`src/rtl/throttle_pkg.sv`:
```
// Package: shared constants and helpers for the bus throttle.
// Assumes the register width equals the counter width.
package throttle_pkg;

    localparam int DEF_CNT_W   = 8;  // counter and setting width
    localparam int DEF_DIV     = 8;  // prescaler divide ratio (power of two)
    localparam int DEF_WR_BITS = 2;  // writable most significant bits

    // Mask of writable bits: the top wb bits of a w-bit word.
    function automatic logic [31:0] wr_mask(input int w, input int wb);
        logic [31:0] m;
        m = '0;
        for (int i = 0; i < w; i++) begin
            if (i >= w - wb) m[i] = 1'b1;
        end
        return m;
    endfunction

endpackage

```
`src/rtl/throttle_prescaler.sv`:
```
// Module: divides the core clock into a one-cycle step pulse every DIV cycles.
// Assumes DIV is a power of two, at least 2.
module throttle_prescaler #(
    parameter int DIV = 8
) (
    input  logic clk,
    input  logic rst_n,
    output logic step_o
);
    localparam int PW = (DIV > 1) ? $clog2(DIV) : 1;
    localparam logic [PW-1:0] LAST = PW'(DIV - 1);

    logic [PW-1:0] div_q;

    // Free-running modulo-DIV phase count.
    always_ff @(posedge clk) begin
        if (!rst_n)             div_q <= '0;
        else if (div_q == LAST) div_q <= '0;
        else                    div_q <= div_q + 1'b1;
    end

    assign step_o = (div_q == LAST);

    AST_STEP_SPACED: assert property (@(posedge clk) disable iff (!rst_n)
        step_o |=> !step_o);

endmodule

```
`src/rtl/throttle_counter.sv`:
```
// Module: free-running wrap-around counter advanced by the step pulse.
// Assumes step_i is a single-cycle enable from the prescaler.
module throttle_counter #(
    parameter int W = 8
) (
    input  logic         clk,
    input  logic         rst_n,
    input  logic         step_i,
    output logic [W-1:0] cnt_o,
    output logic [W-1:0] cnt_next_o
);
    logic [W-1:0] cnt_q;

    assign cnt_next_o = cnt_q + 1'b1;
    assign cnt_o      = cnt_q;

    // Advance on each step and wrap naturally at the top value.
    always_ff @(posedge clk) begin
        if (!rst_n)      cnt_q <= '0;
        else if (step_i) cnt_q <= cnt_next_o;
    end

    AST_CNT_HOLDS: assert property (@(posedge clk) disable iff (!rst_n)
        !step_i |=> $stable(cnt_q));
    AST_CNT_ADVANCES: assert property (@(posedge clk) disable iff (!rst_n)
        step_i |=> cnt_q == W'($past(cnt_q) + 1));

endmodule

```
`src/rtl/throttle_setting.sv`:
```
// Module: throttle setting register; only the top WR_BITS bits are storage.
// Assumes WR_BITS <= W; lower bits are tied to zero.
module throttle_setting #(
    parameter int W       = 8,
    parameter int WR_BITS = 2
) (
    input  logic         clk,
    input  logic         rst_n,
    input  logic         wr_en_i,
    input  logic [W-1:0] wr_data_i,
    output logic [W-1:0] value_o
);
    localparam int LO = W - WR_BITS;

    for (genvar i = 0; i < W; i++) begin : g_bit
        if (i >= LO) begin : g_rw
            logic bit_q;
            // Store one writable bit.
            always_ff @(posedge clk) begin
                if (!rst_n)       bit_q <= 1'b0;
                else if (wr_en_i) bit_q <= wr_data_i[i];
            end
            assign value_o[i] = bit_q;
        end else begin : g_ro
            assign value_o[i] = 1'b0;
        end
    end

endmodule

```
`src/rtl/throttle_hold.sv`:
```
// Module: registered hold decision, updated at counter steps.
// Assumes cnt_next_i is the counter value that becomes current at a step.
module throttle_hold #(
    parameter int W = 8
) (
    input  logic         clk,
    input  logic         rst_n,
    input  logic         en_i,
    input  logic         step_i,
    input  logic [W-1:0] cnt_next_i,
    input  logic [W-1:0] setting_i,
    output logic         hold_o
);
    logic hold_q;

    // Clear when disabled, else re-evaluate the threshold on each step.
    always_ff @(posedge clk) begin
        if (!rst_n)      hold_q <= 1'b0;
        else if (!en_i)  hold_q <= 1'b0;
        else if (step_i) hold_q <= (cnt_next_i >= setting_i);
    end

    assign hold_o = hold_q;

    AST_OFF_WHEN_DISABLED: assert property (@(posedge clk) disable iff (!rst_n)
        !en_i |=> !hold_q);
    AST_CHANGE_ON_STEP: assert property (@(posedge clk) disable iff (!rst_n)
        (en_i && !step_i) |=> $stable(hold_q));

endmodule

```
`src/rtl/bus_throttle_top.sv`:
```
// Module: duty-cycle memory bus throttle top level.
// Assumes deturbo_en and the write port are synchronous to clk.
module bus_throttle_top
    import throttle_pkg::*;
#(
    parameter int CNT_W   = DEF_CNT_W,
    parameter int DIV     = DEF_DIV,
    parameter int WR_BITS = DEF_WR_BITS
) (
    input  logic             clk,
    input  logic             rst_n,
    input  logic             cfg_wr_en,
    input  logic [CNT_W-1:0] cfg_wr_data,
    output logic [CNT_W-1:0] cfg_rd_data,
    input  logic             deturbo_en,
    output logic             bus_hold_req
);
    localparam logic [CNT_W-1:0] MASK = CNT_W'(wr_mask(CNT_W, WR_BITS));

    logic             step;
    logic [CNT_W-1:0] cnt, cnt_next, setting;

    throttle_prescaler #(.DIV(DIV)) u_presc (
        .clk(clk), .rst_n(rst_n), .step_o(step)
    );

    throttle_counter #(.W(CNT_W)) u_cnt (
        .clk(clk), .rst_n(rst_n), .step_i(step),
        .cnt_o(cnt), .cnt_next_o(cnt_next)
    );

    throttle_setting #(.W(CNT_W), .WR_BITS(WR_BITS)) u_set (
        .clk(clk), .rst_n(rst_n), .wr_en_i(cfg_wr_en),
        .wr_data_i(cfg_wr_data), .value_o(setting)
    );

    throttle_hold #(.W(CNT_W)) u_hold (
        .clk(clk), .rst_n(rst_n), .en_i(deturbo_en), .step_i(step),
        .cnt_next_i(cnt_next), .setting_i(setting), .hold_o(bus_hold_req)
    );

    assign cfg_rd_data = setting;

    AST_HOLD_THRESHOLD: assert property (@(posedge clk) disable iff (!rst_n)
        (step && deturbo_en) |=> bus_hold_req == (cnt >= $past(setting)));
    AST_WRITE_MASKED: assert property (@(posedge clk) disable iff (!rst_n)
        cfg_wr_en |=> cfg_rd_data == ($past(cfg_wr_data) & MASK));
    AST_SETTING_KEPT: assert property (@(posedge clk) disable iff (!rst_n)
        !cfg_wr_en |=> $stable(cfg_rd_data));

endmodule

```
`config.mk`:
```
export PLATFORM = sky130hd
export DESIGN_NAME = bus_throttle_top
export DESIGN_NICKNAME = d
export VERILOG_FILES = /design/src/rtl/throttle_pkg.sv /design/src/rtl/throttle_prescaler.sv /design/src/rtl/throttle_counter.sv /design/src/rtl/throttle_setting.sv /design/src/rtl/throttle_hold.sv /design/src/rtl/bus_throttle_top.sv
export SDC_FILE = /design/constraint.sdc
export NUM_CORES = 1
export LEC_CHECK = 0
export BUFFER_PORTS_ARGS = -buffer_cell sky130_fd_sc_hd__buf_2
export CORE_MARGIN = 1.5
export CORE_UTILIZATION = 54
export CTS_CLUSTER_SIZE = 20
export DETAILED_ROUTE_END_ITERATION = 7
export PLACE_DENSITY = 0.92
export SYNTH_ARGS = -nofsm -noshare
export SYNTH_HDL_FRONTEND = slang
export SYNTH_SLANG_ARGS = --single-unit
```
`constraint.sdc`:
```
create_clock -name clk -period 3.1 [get_ports clk]
set_input_delay 0.62 -clock clk [delete_from_list [all_inputs] [get_ports clk]]
set_output_delay 0.62 -clock clk [all_outputs]
set_load 0.02 [all_outputs]
```
==> metrics.json <==
{
  "outcome": "finished, final reports clean",
  "mostFrequentLayoutCell": "sky130_fd_sc_hd__dfxtp_1",
  "path_delay_family": "simple AND/OR/NAND/NOR gates",
  "cp_slowest_cell": "sky130_fd_sc_hd__dfxtp_1",
  "power-per-cell-area_nw_per_um2": 386.9,
  "rr_worst_depth": 7,
  "fin_skew_ns": 0.005873,
  "cts_hold_repair.buffers": 0,
  "post_synth_inst_count": 84,
  "synth.avg_cell_area_um2": 9.637,
  "cts_inserted_buffers": 3,
  "drc": 0,
  "setup_total_negative_slack_ns": 0,
  "syn_area_um2": 809.5,
  "register_to_register_path_setup_slack_ns": 1.15,
  "cts_max_level": 1,
  "first_global_vias": 507,
  "postPlaceCellArea_um2": 789.5,
  "worst-endpoint-required_ns": 3.27,
  "period_share_pct": 62.94,
  "nets": 107,
  "antennaDiodeCount": 0,
  "switchingPower_uw": 74.67,
  "io_buffer_count": 8,
  "maxSlewViolCount": 0,
  "layout_overhead_on_the_synthesized_area_pct": 0.3092,
  "timing.rr.start": "u_cnt.cnt_o[2]",
  "routed-via-count": 578,
  "cts_tree": "done",
  "cts-root-buf": "sky130_fd_sc_hd__clkbuf_4",
  "detail-route-antenna-nets": 0,
  "power.sequential.fraction_pct": 59.6,
  "setup_viol": 0,
  "synth.yosys.warnings": 0,
  "dieArea_um2": 1741,
  "cp_cell_sequence": "and4_1 > nand4_1 > xnor2_1 > ha_1 > nor2b_1 > nor3b_1 > a21oi_1",
  "grt.total_usage_pct": 17.18,
  "place.gp.congestion": 0.7271,
  "insertion_delay_ns": 0.28,
  "via_per_inst": 5.667,
  "final_cell_mix": "14 x sky130_fd_sc_hd__dfxtp_1, 8 x sky130_fd_sc_hd__buf_2",
  "crit_cells": 7,
  "critical_path.reg2reg.endpoint": "u_hold.hold_o",
  "fp.dieW_um": 41.72,
  "top_cells_by_area_in_the_synthesized_netlist": "sky130_fd_sc_hd__dfxtp_1 35%, sky130_fd_sc_hd__buf_4 9.3%, sky130_fd_sc_hd__ha_1 9.3%",
  "fillerInstances": 129,
  "yosys_register_bits": 14,
  "clock_path_buffers": 2,
  "synthDominantAreaCellType": "sky130_fd_sc_hd__dfxtp_1",
  "initialDrtViolationCount": 3,
  "grt_antenna_before_repair": 0,
  "post_route_cells_drive_above_1_share_pct": 13.79,
  "floorplan.rows": 13,
  "initial_cell_density_of_the_core_pct": 59.96,
  "synth.distinct_cells": 29,
  "worst-path-max-fanout": 9,
  "worst_hold_path_type": "reg -> reg",
  "io-pin-count": 21,
  "numClockSinks": 14,
  "crit_path_start_kind": "register",
  "global_route.overflow_total": 0,
  "layout.cell_area.non_filler_um2": 812.0,
  "cap_violations": 0,
  "cts.reportedPaths.clkPinSlew_ns": 0.08,
  "power_switching_share_pct": 23.77,
  "cts.repair.resized": 0,
  "power.share.clock_pct": 32.0,
  "hold_path_depth": 1,
  "wl_um": 1347,
  "worstPathArrival_ns": 2.12,
  "rsz0062_at_grt": "false",
  "yosysTopAreaCellShare_pct": 34.62,
  "min_period_ns": 1.951,
  "timing.fmax_mhz": 512.5,
  "crit_path_end_kind": "register",
  "critPathCapture": "u_hold.hold_o",
  "die_h_um": 41.72,
  "timing.critical_path.buf_inv": 0,
  "vdd_drop_max_mv": 0.2795,
  "worstSetupStartpoint": "u_cnt.cnt_o[2]",
  "firstDrtPassIters": 5,
  "detail_route.wl_per_cell_um": 13.21,
  "post-cts-setup-buffers": 0,
  "critPathMaxStageDelay_ns": 0.51,
  "cellLeakagePower_nw": 0.3604,
  "pin_count_of_the_biggest_net_entering_global_routing": 15,
  "grt_first_pass_wirelength_um": 2242,
  "core_region_area_um2": 1350,
  "pwr-share-comb_pct": 8.3,
  "power_report.internal_total_uw": 239.5,
  "criticalPathCategory": "reg -> reg",
  "register_area_share_after_synthesis_pct": 34.62,
  "hold_violations": 0
}
==> how the worst min path moves through the flow <==
stage / slack (ns) / startpoint / to
after floorplan: 0.40 / u_presc.div_q[0] / u_presc.div_q[0]
after global placement: 0.42 / u_presc.div_q[0] / u_presc.div_q[0]
after detailed placement: 0.43 / u_presc.div_q[0] / u_presc.div_q[0]
after CTS: 0.44 / u_presc.div_q[0] / u_presc.div_q[0]
after global routing: 0.48 / u_presc.div_q[0] / u_presc.div_q[0]
final: 0.43 / u_presc.div_q[0] / u_presc.div_q[0]
==> cell families (layout without fill, tap and decap cells) <==
group	count (synthesis)	count (layout)	share of synthesized area, %
and+or+nand+nor	30	30	23.65
DFF	14	14	34.62
buffers and inverters	14	12	12.52
xor gates and xnor gates	9	9	9.738
AOI/OAI and AO/OA	7	7	6.028
adders and majority gates	6	6	9.273
muxes	3	3	3.710
other	1	6	0.4632
==> Yosys cell counts (all sizes together) <==
master   count
conb         1
o311ai       1
xnor2        6
nor2b        4
nand3        3
nand2        4
ha           6
dfxtp       14
and4         1
mux2i        3
o21ai        2
and2         6
o211ai       1
xor2         3
nor3b        2
nand4        4
nand4bb      1
inv          1
a21boi       1
clkbuf       2
and3         2
and3b        2
a311o        1
or3          1
buf         11
a21oi        1
==> through the flow <==
| step | util, % | std cells | hold WS, ns | power (mW) | setup WS [ns] |
|---|---|---|---|---|---|
| detailed placement | 58.48 | 99 | 0.4275 | 0.2182 | 1.172 |
| finish | 60.15 | 102 | 0.4308 | 0.3141 | 1.149 |
| global route | 60.15 | 102 | 0.4759 | 0.3298 | 1.015 |
| floorplan | - | 89 | 0.4033 | 0.2172 | 1.419 |
| CTS | 60.15 | 102 | 0.4383 | 0.3177 | 1.146 |
| global placement | 58.48 | 99 | 0.4172 | 0.2159 | 1.277 |
==> per-layer routing <==
| layer | GRT usage (%) | share of wire, % |
|---|---|---|
| met5 | 0 | 0 |
| met3 | 7.826 | 5.5 |
| met4 | 6.452 | 1.9 |
| met1 | 18.83 | 40 |
| met2 | 28.75 | 52 |
==> power groups by stage <==
stage / Combinational, mW / Sequential (mW) / Clock (mW)
6_report: 0.0262 / 0.187 / 0.101
2_1_floorplan: 0.0262 / 0.191 / 0
3_3_place_gp: 0.0246 / 0.191 / 0
5_1_grt: 0.0301 / 0.188 / 0.112
3_5_place_dp: 0.0264 / 0.192 / 0
4_1_cts: 0.0267 / 0.187 / 0.104
==> flip-flops by register name, indices dropped and copies added (netlist names) <==
signal,flops
u_cnt.cnt_o,8
u_presc.div_q,3
u_set.g_bit.g_rw.bit_q,2
u_hold.hold_o,1
==> cell type report <==
cell class                 count  area (um2)  share of cell area, %
multi-input combinational     61       446.7                  55.01
sequential                    14       280.3                  34.51
timing repair buffer           8       40.04                  4.931
clock buffer                   3       22.52                  2.773
tap                           15       18.77                  2.311
inverter                       1       3.754                 0.4622
Note: power is estimated with default switching activity, not from simulation.
